===== src/rtl/irq_res_pkg.sv =====
package irq_res_pkg;
    localparam int LANES  = 8;
    localparam int BASE_W = 8;
    localparam int VEC_W  = 16;

    typedef struct packed {
        logic [VEC_W-1:0] vec;
        logic             valid;
        logic [LANES-1:0] p_clr;
        logic [LANES-1:0] p_set;
        logic [LANES-1:0] s_clr;
        logic [LANES-1:0] s_set;
        logic             p_done;
        logic             s_done;
    } res_t;
endpackage


===== src/rtl/irq_rot_pick.sv =====
// Rotating first-hit finder: scans from low_i+1 upward, wrapping. LANES must be a power of two.
module irq_rot_pick #(
    parameter  int LANES = 8,
    localparam int IW    = $clog2(LANES)
) (
    input  logic [LANES-1:0] cand_i,
    input  logic [IW-1:0]    low_i,
    output logic             hit_o,
    output logic [IW-1:0]    idx_o
);
    logic [IW-1:0] pos;

    // Walk from the last slot toward the first so the earliest slot overwrites.
    always_comb begin
        hit_o = 1'b0;
        idx_o = '0;
        pos   = '0;
        for (int k = LANES - 1; k >= 0; k--) begin
            pos = low_i + IW'(k + 1);
            if (cand_i[pos]) begin
                hit_o = 1'b1;
                idx_o = pos;
            end
        end
    end
endmodule


===== src/rtl/irq_lane_grant.sv =====
// Turns a chosen index into a one-hot mask, a vector and the leftover request set.
module irq_lane_grant #(
    parameter  int LANES  = 8,
    parameter  int BASE_W = 8,
    parameter  int VEC_W  = 16,
    localparam int IW     = $clog2(LANES)
) (
    input  logic              en_i,
    input  logic [IW-1:0]     idx_i,
    input  logic [BASE_W-1:0] base_i,
    input  logic [LANES-1:0]  req_i,
    output logic [LANES-1:0]  onehot_o,
    output logic [VEC_W-1:0]  vec_o,
    output logic              empty_o
);
    logic [BASE_W-1:0] sum;

    always_comb begin
        onehot_o = en_i ? (LANES'(1) << idx_i) : '0;
        sum      = base_i + BASE_W'(idx_i);
        vec_o    = {{(VEC_W - BASE_W){1'b0}}, sum};
        empty_o  = ((req_i & ~onehot_o) == '0);
    end
endmodule


===== src/rtl/irq_resolver.sv =====
module irq_resolver
    import irq_res_pkg::*;
#(
    parameter  int CASCADE_POS = 2,
    localparam int IW          = $clog2(LANES)
) (
    input  logic              clk,
    input  logic              rst_n,
    input  logic              ack_i,
    input  logic [LANES-1:0]  pri_req_i,
    input  logic [LANES-1:0]  pri_mask_i,
    input  logic [IW-1:0]     pri_low_i,
    input  logic [BASE_W-1:0] pri_base_i,
    input  logic              pri_asserted_i,
    input  logic [LANES-1:0]  sec_req_i,
    input  logic [LANES-1:0]  sec_mask_i,
    input  logic [IW-1:0]     sec_low_i,
    input  logic [BASE_W-1:0] sec_base_i,
    input  logic              sec_asserted_i,
    output logic [VEC_W-1:0]  vec_o,
    output logic              valid_o,
    output logic [LANES-1:0]  pri_req_clr_o,
    output logic [LANES-1:0]  pri_isr_set_o,
    output logic [LANES-1:0]  sec_req_clr_o,
    output logic [LANES-1:0]  sec_isr_set_o,
    output logic              pri_asserted_clr_o,
    output logic              sec_asserted_clr_o
);
    localparam logic [LANES-1:0] CAS_BIT = LANES'(1) << CASCADE_POS;

    res_t res_d, res_q;

    logic [LANES-1:0] p_cand, s_cand;
    logic             p_hit, s_hit;
    logic [IW-1:0]    p_idx, s_idx;
    logic [LANES-1:0] p_one, s_one;
    logic [VEC_W-1:0] p_vec, s_vec;
    logic             p_empty, s_empty;
    logic             gate;

    assign p_cand = pri_req_i & ~pri_mask_i & ~CAS_BIT;   // R2 cascade excluded
    assign s_cand = sec_req_i & ~sec_mask_i;
    assign gate   = ack_i & (pri_asserted_i | sec_asserted_i);

    irq_rot_pick #(.LANES(LANES)) u_pick_pri (
        .cand_i(p_cand), .low_i(pri_low_i), .hit_o(p_hit), .idx_o(p_idx));
    irq_rot_pick #(.LANES(LANES)) u_pick_sec (
        .cand_i(s_cand), .low_i(sec_low_i), .hit_o(s_hit), .idx_o(s_idx));

    irq_lane_grant #(.LANES(LANES), .BASE_W(BASE_W), .VEC_W(VEC_W)) u_form_pri (
        .en_i(p_hit), .idx_i(p_idx), .base_i(pri_base_i), .req_i(pri_req_i),
        .onehot_o(p_one), .vec_o(p_vec), .empty_o(p_empty));
    irq_lane_grant #(.LANES(LANES), .BASE_W(BASE_W), .VEC_W(VEC_W)) u_form_sec (
        .en_i(s_hit), .idx_i(s_idx), .base_i(sec_base_i), .req_i(sec_req_i),
        .onehot_o(s_one), .vec_o(s_vec), .empty_o(s_empty));

    always_comb begin
        res_d        = '0;
        res_d.vec    = '1;
        if (gate && p_hit) begin
            res_d.vec    = p_vec;
            res_d.valid  = 1'b1;
            res_d.p_clr  = p_one;
            res_d.p_set  = p_one;
            res_d.p_done = p_empty;
        end else if (gate && s_hit) begin
            res_d.vec    = s_vec;
            res_d.valid  = 1'b1;
            res_d.s_clr  = s_one;
            res_d.s_set  = s_one;
            res_d.p_clr  = CAS_BIT;
            res_d.p_set  = CAS_BIT;
            res_d.s_done = s_empty;
            res_d.p_done = s_empty && ((pri_req_i & ~CAS_BIT) == '0);
        end
    end

    always_ff @(posedge clk) begin
        if (!rst_n) begin
            res_q     <= '0;
            res_q.vec <= '1;
        end else begin
            res_q <= res_d;
        end
    end

    assign vec_o              = res_q.vec;
    assign valid_o            = res_q.valid;
    assign pri_req_clr_o      = res_q.p_clr;
    assign pri_isr_set_o      = res_q.p_set;
    assign sec_req_clr_o      = res_q.s_clr;
    assign sec_isr_set_o      = res_q.s_set;
    assign pri_asserted_clr_o = res_q.p_done;
    assign sec_asserted_clr_o = res_q.s_done;
endmodule


===== config.mk =====
export PLATFORM = sky130hd
export DESIGN_NAME = irq_resolver
export DESIGN_NICKNAME = d
export VERILOG_FILES = /design/src/rtl/irq_res_pkg.sv /design/src/rtl/irq_rot_pick.sv /design/src/rtl/irq_lane_grant.sv /design/src/rtl/irq_resolver.sv
export SDC_FILE = /design/constraint.sdc
export NUM_CORES = 1
export LEC_CHECK = 0
export BUFFER_PORTS_ARGS = -buffer_cell sky130_fd_sc_hd__clkbuf_2
export CAP_MARGIN = 20
export CELL_PAD_IN_SITES_DETAIL_PLACEMENT = 1
export CELL_PAD_IN_SITES_GLOBAL_PLACEMENT = 2
export CORE_MARGIN = 3
export CORE_UTILIZATION = 30
export DETAILED_ROUTE_END_ITERATION = 6
export PLACE_DENSITY = 0.82
export SLEW_MARGIN = 15
export SYNTH_ARGS = -nofsm -noshare
export SYNTH_HDL_FRONTEND = slang
export SYNTH_SLANG_ARGS = --single-unit

===== constraint.sdc =====
create_clock -name clk -period 4.3 [get_ports clk]
set_input_delay 0.43 -clock clk [delete_from_list [all_inputs] [get_ports clk]]
set_output_delay 0.43 -clock clk [all_outputs]
set_load 0.02 [all_outputs]

Word-level counts from Yosys, hierarchy flattened
Cells that the tools add are included.
{"block": "totals", "reg_bits": 43, "word_cells": 129}
{"block": "classes", "n_addsub": 16, "order_cmp": 16, "n_shift": 2, "muxes": 69, "bitwise_logic": 12, "reduce_logical": 7}
{"op": "3-bit by 4-bit < comparator with 1-bit output (second input constant)", "n": 16}
{"op": "51-bit two-way mux", "n": 1}
{"op": "1-bit binary-select mux with 3-bit select", "n": 16}
{"op": "3-bit two-way mux", "n": 16}
{"op": "1-bit two-way mux", "n": 33}
{"op": "33-bit two-way mux", "n": 1}
{"op": "8-bit AND", "n": 4}
{"op": "8-bit inverter", "n": 4}
{"op": "3-bit adder (second input constant)", "n": 8}
{"op": "8-bit logical NOT", "n": 3}
{"op": "8-bit by 3-bit adder with 8-bit output", "n": 2}
{"op": "8-bit two-way mux", "n": 2}
{"op": "1-bit by 3-bit << shifter with 8-bit output (first input constant)", "n": 2}
{"op": "3-bit by 2-bit adder with 3-bit output (second input constant)", "n": 4}
{"op": "3-bit by 1-bit adder with 3-bit output (second input constant)", "n": 2}
{"op": "1-bit logical AND", "n": 3}
{"op": "3-bit OR reduction", "n": 1}
{"op": "1-bit inverter", "n": 2}
{"op": "1-bit AND", "n": 1}
{"op": "1-bit OR", "n": 1}

Depth between registers and ports, before layout
Gate-level depths: netlist of the first run.
{"block": "depth", "word_depth": 20, "mapped_depth": 19, "mapped_depth_nobuf": 16}

By module
Synthesis of the first run repeated with hierarchy kept, for this count alone.
{"block": "hier_totals", "hier_cells": 408, "area_unflattened_um2": 3494.6}
{"module": "irq_rot_pick", "instances": 2, "cells_each": 77, "area_each_um2": 674.4}
{"module": "irq_resolver", "instances": 1, "cells_each": 116, "area_each_um2": 1287.5}
{"module": "irq_lane_grant", "instances": 2, "cells_each": 69, "area_each_um2": 429.2}

Worst setup path after synthesis of the first run
Ideal clock, no wire load.
{"block": "synth_path", "path_kind": "input-to-reg", "from": "input port pri_low_i[0]", "to": "register res_q, in the netlist vec_o[6]", "setup_time_ps": 125, "t_arrival_ps": 3787, "path_slack_ps": 388, "path_stages": 18, "cell_sequence": "buf_4 -> buf_4 -> inv_2 -> ha_1 -> clkbuf_1 -> inv_1 -> mux4_2 -> o21a_1 -> o2111a_1 -> nor3_2 -> ha_1 -> inv_1 -> fa_1 -> nor2b_1 -> o21ai_0 -> nor2_1 -> xnor2_1 -> a22oi_1"}
{"block": "synth_via", "elab_chain_len": 12, "word_cells_on_any_way": 42, "classes_between": "8 x add/sub; 33 x mux; 1 x reduce/logical"}
{"item": "start: declaration", "line_no": "irq_resolver.sv:12", "rtl": "input logic [IW-1:0] pri_low_i,"}
{"item": "3-bit adder / 1-bit binary-select mux with 3-bit select (equally long branches)", "line_no": "irq_rot_pick.sv:19, irq_rot_pick.sv:20"}
{"item": "1-bit binary-select mux with 3-bit select / 1-bit two-way mux (equally long branches)", "line_no": "irq_rot_pick.sv:20", "rtl": "if (cand_i[pos]) begin"}
{"item": "1-bit two-way mux (not written as such) / 3-bit two-way mux (equally long branches)", "line_no": "irq_rot_pick.sv:20"}
{"item": "3-bit two-way mux / 1-bit two-way mux (equally long branches) (7 in series)", "line_no": "irq_rot_pick.sv:20"}
{"item": "8-bit by 3-bit adder with 8-bit output / 1-bit logical AND (equally long branches)", "line_no": "irq_lane_grant.sv:20, irq_resolver.sv:60"}
{"item": "33-bit two-way mux (*)", "line_no": "irq_resolver.sv:60", "rtl": "if (gate && p_hit) begin"}
{"item": "end signal: assignment", "line_no": "irq_resolver.sv:83", "rtl": "res_q <= res_d;"}
{"item": "end: declaration", "line_no": "irq_resolver.sv:31", "rtl": "res_t res_d, res_q;"}
Every way passes the cells marked *; elsewhere a longest branch is shown, timed or not. The select of a mux whose other input is x is not followed.
A chain may end at the register's enable or synchronous reset.

Worst setup path in the final report of the first run
Ends and elaborated chain as after synthesis.

==> qor.txt, run 1 <==
outcome -> completed
CP startpoint -> pri_low_i[0]
number of synthesized flops with an enable pin -> 0
Remaining DRCs -> 0
clk buf depth -> 2
dpl cells -> 715
Ports -> 110
Tot Pwr -> 1.16 mW
Die Ht -> 118 µm
Critical Path Fanout Max -> 18
Cells after Synth -> 457
ys flop type -> dfxtp_1
largest net degree at the start of global routing -> 23
Synth Warn # -> 0
fillers -> 1,528
max cap viols -> 0
Placer Congestion -> 0.916
Core Area -> 0.0122 mm²
clock-pin slew on the worst setup and hold paths -> 0.07 ns
Avg WL per Cell -> 18.0 µm
post-DP HPWL -> 11,100 µm
CTS Root Cell -> clkbuf_16
via/cell ratio -> 5.46
Total Routed Length -> 12,900 µm
initial antenna violation count -> 0
DRT iter0 DRCs -> 213
Total GRT Usage -> 18.3%
syn_area_per_cell -> 8.24 µm²
sequential element share of the synthesized area -> 14.9%
fin crit share -> 86.5%
setup TNS -> 0 ns
CP Capture Type -> flip-flop
Setup Fix Bufs, Post-CTS -> 0
Yosys top cell area share -> 14.9%
Die Wd -> 118 µm
final net count -> 621
Critical Path RT -> 4.42 ns
worst hold path endpoint -> vec_o[7]
GRT overflow -> 0
Fmax achieved -> 269 MHz
Post-Layout Cell Count -> 719
leakage power -> 1.90 nW
final critical-path required period -> 3.72 ns
total die area -> 0.0139 mm²
Final setup viols -> 0
min-delay src -> sec_base_i[7]
pwr dens -> 256 mW/mm²
post-cts repair resize count -> 0
vias after detailed routing -> 3,924
CP Class -> primary input to flip-flop
ANT cells -> 0
Starting Density -> 31.0%
Worst-Margin Slew -> 0.690 ns
Rows -> 40
Final ANT Viol Nets -> 0
Syn Nets -> 526
CTS tree -> yes
Synth area leaders -> dfxtp_1 (15%), mux4_2 (13%), buf_4 (6.0%), mux2i_1 (4.0%), nor2_1 (3.7%)
Yosys reg bits -> 28
I/O Buffers -> 108
number of hold violations in the final report -> 0
fraction of layout cells with a size suffix above 1 -> 33.4%
Async SR Flop Fraction -> 0%
type of the worst min-delay path -> primary input to flip-flop
Min Hold Slack -> 0.466 ns
RSZ-0062 raised after global routing -> no
FF+latch area -> 561 µm²
top-count cell post-synth -> nor2_1
Area Overhead vs Synth -> 19.9%
clock sinks -> 28
hold path depth -> 3
Mapped Area -> 0.00376 mm²
Slew HR -> 52.7%
DRT Pass-1 Iters -> 4
CTS Buf Count -> 3
element type at the critical path start -> primary input
Slew Viols, Final -> 0
area of the multi-input gates -> 0.00283 mm²
unique cell type count in the Yosys netlist -> 80
H-tree depth -> 1
vias in the first global route -> 4,065
first-pass GRT wire length -> 21,400 µm
Peak VDD IR -> 0.000134 V
hold_buf cts -> 0
Synth area leader -> dfxtp_1
Worst EP arrival -> 3.84 ns
Synth top cells by count -> nor2_1 (37), nand2_1 (33), buf_4 (30), dfxtp_1 (28), mux4_2 (21)
==> metrics by stage <==
step | instance area [µm²] | util (%) | setup WS [ns]
2_1_floorplan | 3760 | - | 0.388
3_3_place_gp | 4430 | 36.4 | 0.403
3_5_place_dp | 4430 | 36.4 | 0.302
4_1_cts | 4520 | 37.1 | 0.540
5_1_grt | 4520 | 37.1 | 0.235
6_report | 4520 | 37.1 | 0.581
==> logic make-up after synthesis <==
family	Yosys count	share of synthesized area, %
AOI/OAI and AO/OA	118	23.5
and+or+nand+nor	175	25.7
xor gates and xnor gates	19	4.42
adders and majority gates	11	3.82
buffers and inverters	66	9.94
muxes	40	17.7
DFF	28	14.9
==> area by class of cell <==
cell class	instances	area share [%]
multi-input combinational	363	62.7
timing repair buffer	136	16.6
sequential	28	12.4
tap	168	4.66
clock buffer	4	1.97
inverter	20	1.66
==> sequential cells by signal, summed over array words and instances, names as in the netlist <==
name	flops
sec_isr_set_o	8
pri_req_clr_o	8
sec_asserted_clr_o	1
pri_asserted_clr_o	1
valid_o	1
vec_o	9
==> layout by cell type (no fill, tap or decap), types with 5 or more instances in the layout <==
master	Yosys	final
nand2b_1	16	16
buf_4	30	28
xnor2_1	7	7
a22oi_1	5	5
nor3_1	10	10
o21ai_0	18	18
nor2b_1	12	12
nand3b_1	6	6
dfxtp_1	28	28
clkbuf_2	0	108
o21a_1	5	5
o22ai_1	9	9
mux2i_1	15	15
mux4_2	21	21
or3_1	5	5
nor3b_1	7	7
nand2_1	33	33
nand4_1	6	6
inv_1	16	16
o211ai_1	5	5
a21oi_1	16	16
ha_1	9	9
nor2_1	37	37
a221oi_1	5	5
xor2_1	12	12
and2_1	7	7
nand3_1	11	11
==> per-layer routing <==
| layer | global-route usage [%] | vias up | share of wire (%) |
|---|---|---|---|
| li1 | - | 1888 | - |
| met1 | 23.8 | 1903 | 45 |
| met2 | 32.1 | 115 | 49 |
| met3 | 2.45 | 18 | 4.6 |
| met4 | 4.10 | 0 | 1.8 |
| met5 | 0 | - | 0 |
==> power breakdown <==
| group | leakage, nW | internal [mW] | switching, mW |
|---|---|---|---|
| Sequential | 0.227 | 0.273 | 0.00508 |
| Combinational | 1.63 | 0.278 | 0.376 |
| Clock | 0.0442 | 0.142 | 0.0824 |
| Total | 1.90 | 0.693 | 0.463 |
==> worst max-delay path, stage by stage <==
cell and delay, ns:
clkbuf_2 0.29, inv_2 0.13, ha_1 0.34, inv_1 0.18, mux4_2 0.57, o21a_1 0.21, o2111a_1 0.15, nor3_2 0.17
ha_1 0.20, inv_1 0.06, fa_1 0.43, nor2b_1 0.13, o21ai_0 0.13, nor2_1 0.16, xnor2_1 0.14, a22oi_1 0.09
==> worst max path at each step <==
stage                to  cells past startpoint
3_3_place_gp   vec_o[6]                     16
5_1_grt        vec_o[6]                     16
3_5_place_dp   vec_o[6]                     16
4_1_cts        vec_o[6]                     16
2_1_floorplan  vec_o[6]                     18
6_report       vec_o[6]                     16
No activity file was read; power rests on OpenSTA's default activity.
==> run 2, diff against run 1 <==
--- a/config.mk
+++ b/config.mk
@@ -10,9 +10,9 @@
 export CELL_PAD_IN_SITES_DETAIL_PLACEMENT = 1
 export CELL_PAD_IN_SITES_GLOBAL_PLACEMENT = 2
 export CORE_MARGIN = 3
-export CORE_UTILIZATION = 30
+export CORE_UTILIZATION = 27
 export DETAILED_ROUTE_END_ITERATION = 6
-export PLACE_DENSITY = 0.82
+export PLACE_DENSITY = 0.78
 export SLEW_MARGIN = 15
 export SYNTH_ARGS = -nofsm -noshare
 export SYNTH_HDL_FRONTEND = slang
==> constraint.sdc (replaced) <==
create_clock -name clk -period 3.25 [get_ports clk]
set_input_delay 0.325 -clock clk [delete_from_list [all_inputs] [get_ports clk]]
set_output_delay 0.325 -clock clk [all_outputs]
set_load 0.02 [all_outputs]
==> run 2 against run 1 <==
  * Combinational power increased by 73%
  * Count of clock-buffer cells in the layout unchanged
  * Non-clock buffer count increased by 105
  * Via count increased by 13%
  * Die area increased by 11%
  * Core utilization increased by 4.3 points
  * Clock power increased by 39%
  * Sequential share of layout area decreased by 2.3 points
  * Setup slack got worse by 0.49 ns
  * Critical path type unchanged
==> qor.txt, run 2 (same netlist as run 1, synthesis figures left out) <==
largest net degree at the start of global routing -> 19 (-17%)
Peak VDD IR -> 0.000206 V (+53%)
element type at the critical path start -> primary input
fin crit share -> 97.2%
Starting Density -> 28.0% (-3.0 points)
most frequent cells in the layout -> buf_4 (130), clkbuf_2 (107), nor2_1 (37)
Worst-Margin Slew -> 0.459 ns (-0.231 ns)
number of hold violations in the final report -> 0 (unchanged)
WL met1 -> 6460 µm (+12%)
Final ANT Viol Nets -> 0 (unchanged)
Rows -> 42 (+5.0%)
DRT iter0 DRCs -> 205 (-3.8%)
Avg WL per Cell -> 18.5 µm (+3.0%)
Die Ht -> 124 µm (+5.1%)
outcome -> completed
internal power -> 1.09 mW (+58%)
Post-Layout Cell Count -> 832 (+16%)
post-DP HPWL -> 12,900 µm (+16%)
hold_buf cts -> 0 (unchanged)
CTS Buf Count -> 3 (unchanged)
CTS tree -> yes
Slew Viols, Final -> 0 (unchanged)
Total GRT Usage -> 19.2% (+0.89 points)
GRT overflow -> 0 (unchanged)
total die area -> 0.0154 mm² (+11%)
Critical Path Fanout Max -> 7 (-11)
H-tree depth -> 1 (unchanged)
via/cell ratio -> 5.35 (-2.0%)
Clk pwr share -> 17.2% (-2.2 points)
initial antenna violation count -> 0 (unchanged)
Fmax achieved -> 316 MHz
ANT cells -> 0 (unchanged)
leakage power -> 2.44 nW (+28%)
Ports -> 110 (unchanged)
clk buf depth -> 2 (unchanged)
vias after detailed routing -> 4,449 (+13%)
Logic pwr share -> 62.5% (+6.0 points)
dpl cells -> 827 (+16%)
CP Capture Type -> flip-flop
Critical Path RT -> 3.38 ns (-1.04 ns)
Die Wd -> 124 µm (+5.1%)
Sw Ratio -> 39.6% (-0.48 points)
final net count -> 726 (+17%)
Placer Congestion -> 0.946 (+3.2%)
met3 wire length -> 717 µm (+21%)
commonest non-fill, non-tap cell in the layout -> buf_4
Area Overhead vs Synth -> 47.9%
final critical-path required period -> 3.16 ns
Min Hold Slack -> 0.351 ns (-0.115 ns)
type of the worst min-delay path -> primary input to flip-flop
vias in the first global route -> 4,495 (+11%)
I/O Buffers -> 108 (unchanged)
pwr dens -> 325 mW/mm² (+27%)
Worst EP arrival -> 3.29 ns (-0.55 ns)
Core Area -> 0.0135 mm² (+11%)
max reg flops -> 9 (unchanged)
Net Switching -> 717 µW (+55%)
RSZ-0062 raised after global routing -> yes
first-pass GRT wire length -> 23,500 µm (+9.5%)
CTS Root Cell -> clkbuf_16
Total Routed Length -> 15,400 µm (+19%)
DRT Pass-1 Iters -> 4 (unchanged)
CP Class -> primary input to flip-flop
metal2 WL -> 7880 µm (+25%)
Final setup viols -> 0 (unchanged)
clock-pin slew on the worst setup and hold paths -> 0.07 ns (about the same)
clock sinks -> 28 (unchanged)
Slew HR -> 68.5% (+16 points)
share of power burned in registers -> 20.3% (-3.7 points)
Remaining DRCs -> 0 (unchanged)
fraction of layout cells with a size suffix above 1 -> 48.3% (+15 points)
top layer in use -> met4
max cap viols -> 0 (unchanged)
## run 2: cell count changes in the layout (fill, tap and decap cells not counted), sizes merged
cell / change
clkbuf: -1
buf: +106
## run 2: final cells by class
cell class / count / area (µm²)
Inverter: 20 / 87.6
Tap cell: 176 / 220
Timing Repair Buffer: 241 / 1570
Multi-Input combinational cell: 363 / 3040
Clock buffer: 4 / 88.8
Sequential cell: 28 / 561
Fill cell: 1655 / 7890
## run 2: worst paths after layout
path	startpoint	depth (start not counted)	to
max	sec_low_i[0]	18	vec_o[4]
min	sec_base_i[7]	3	vec_o[7]
## run 2: per-stage QoR
step	cell area, µm²	setup slack [ns]	total power [mW]	setup TNS (ns)	util, %
floorplan	3870	-0.165	1.01	-0.528	-
global placement	5300	-0.316	1.41	-3.05	39.4
detailed placement	5300	-0.486	1.44	-6.34	39.4
CTS	5430	0.0280	1.77	0	40.3
global route	5570	-0.153	1.93	-0.272	41.4
finish	5570	0.0901	1.81	0	41.4
## run 2: power by group through the flow
stage / logic (mW) / registers, mW / clock network, mW
2_1_floorplan: 0.609 / 0.398 / 0
3_3_place_gp: 1.03 / 0.376 / 0
3_5_place_dp: 1.07 / 0.377 / 0
4_1_cts: 1.08 / 0.368 / 0.318
5_1_grt: 1.23 / 0.370 / 0.327
6_report: 1.13 / 0.368 / 0.312
## run 2: worst max-delay path, cell delays in order
cell and delay, ns:
clkbuf_2 0.16, inv_2 0.09, buf_12 0.14, buf_4 0.17
mux2i_1 0.13, buf_4 0.17, buf_4 0.15, mux2_2 0.27
o22ai_1 0.19, o2bb2ai_1 0.22, nand2_1 0.14, xnor2_1 0.16
ha_1 0.23, a31oi_2 0.19, nor2b_2 0.08, o21ai_1 0.20
xor2_1 0.18, a22oi_1 0.11
## run 2: what timing repair did
action,4_1_cts,5_1_grt
resized for setup,6,27
setup endpoints to repair,9,7
pin swaps,1,4
setup buffers,0,1
## run 2: metal layers
metal  global-route usage (%)  vias to the layer above
met1                     24.6                     2198
met3                     1.23                       26
met4                     4.18                        0
li1                         -                     2092
met5                        0                        -
met2                     35.1                      133
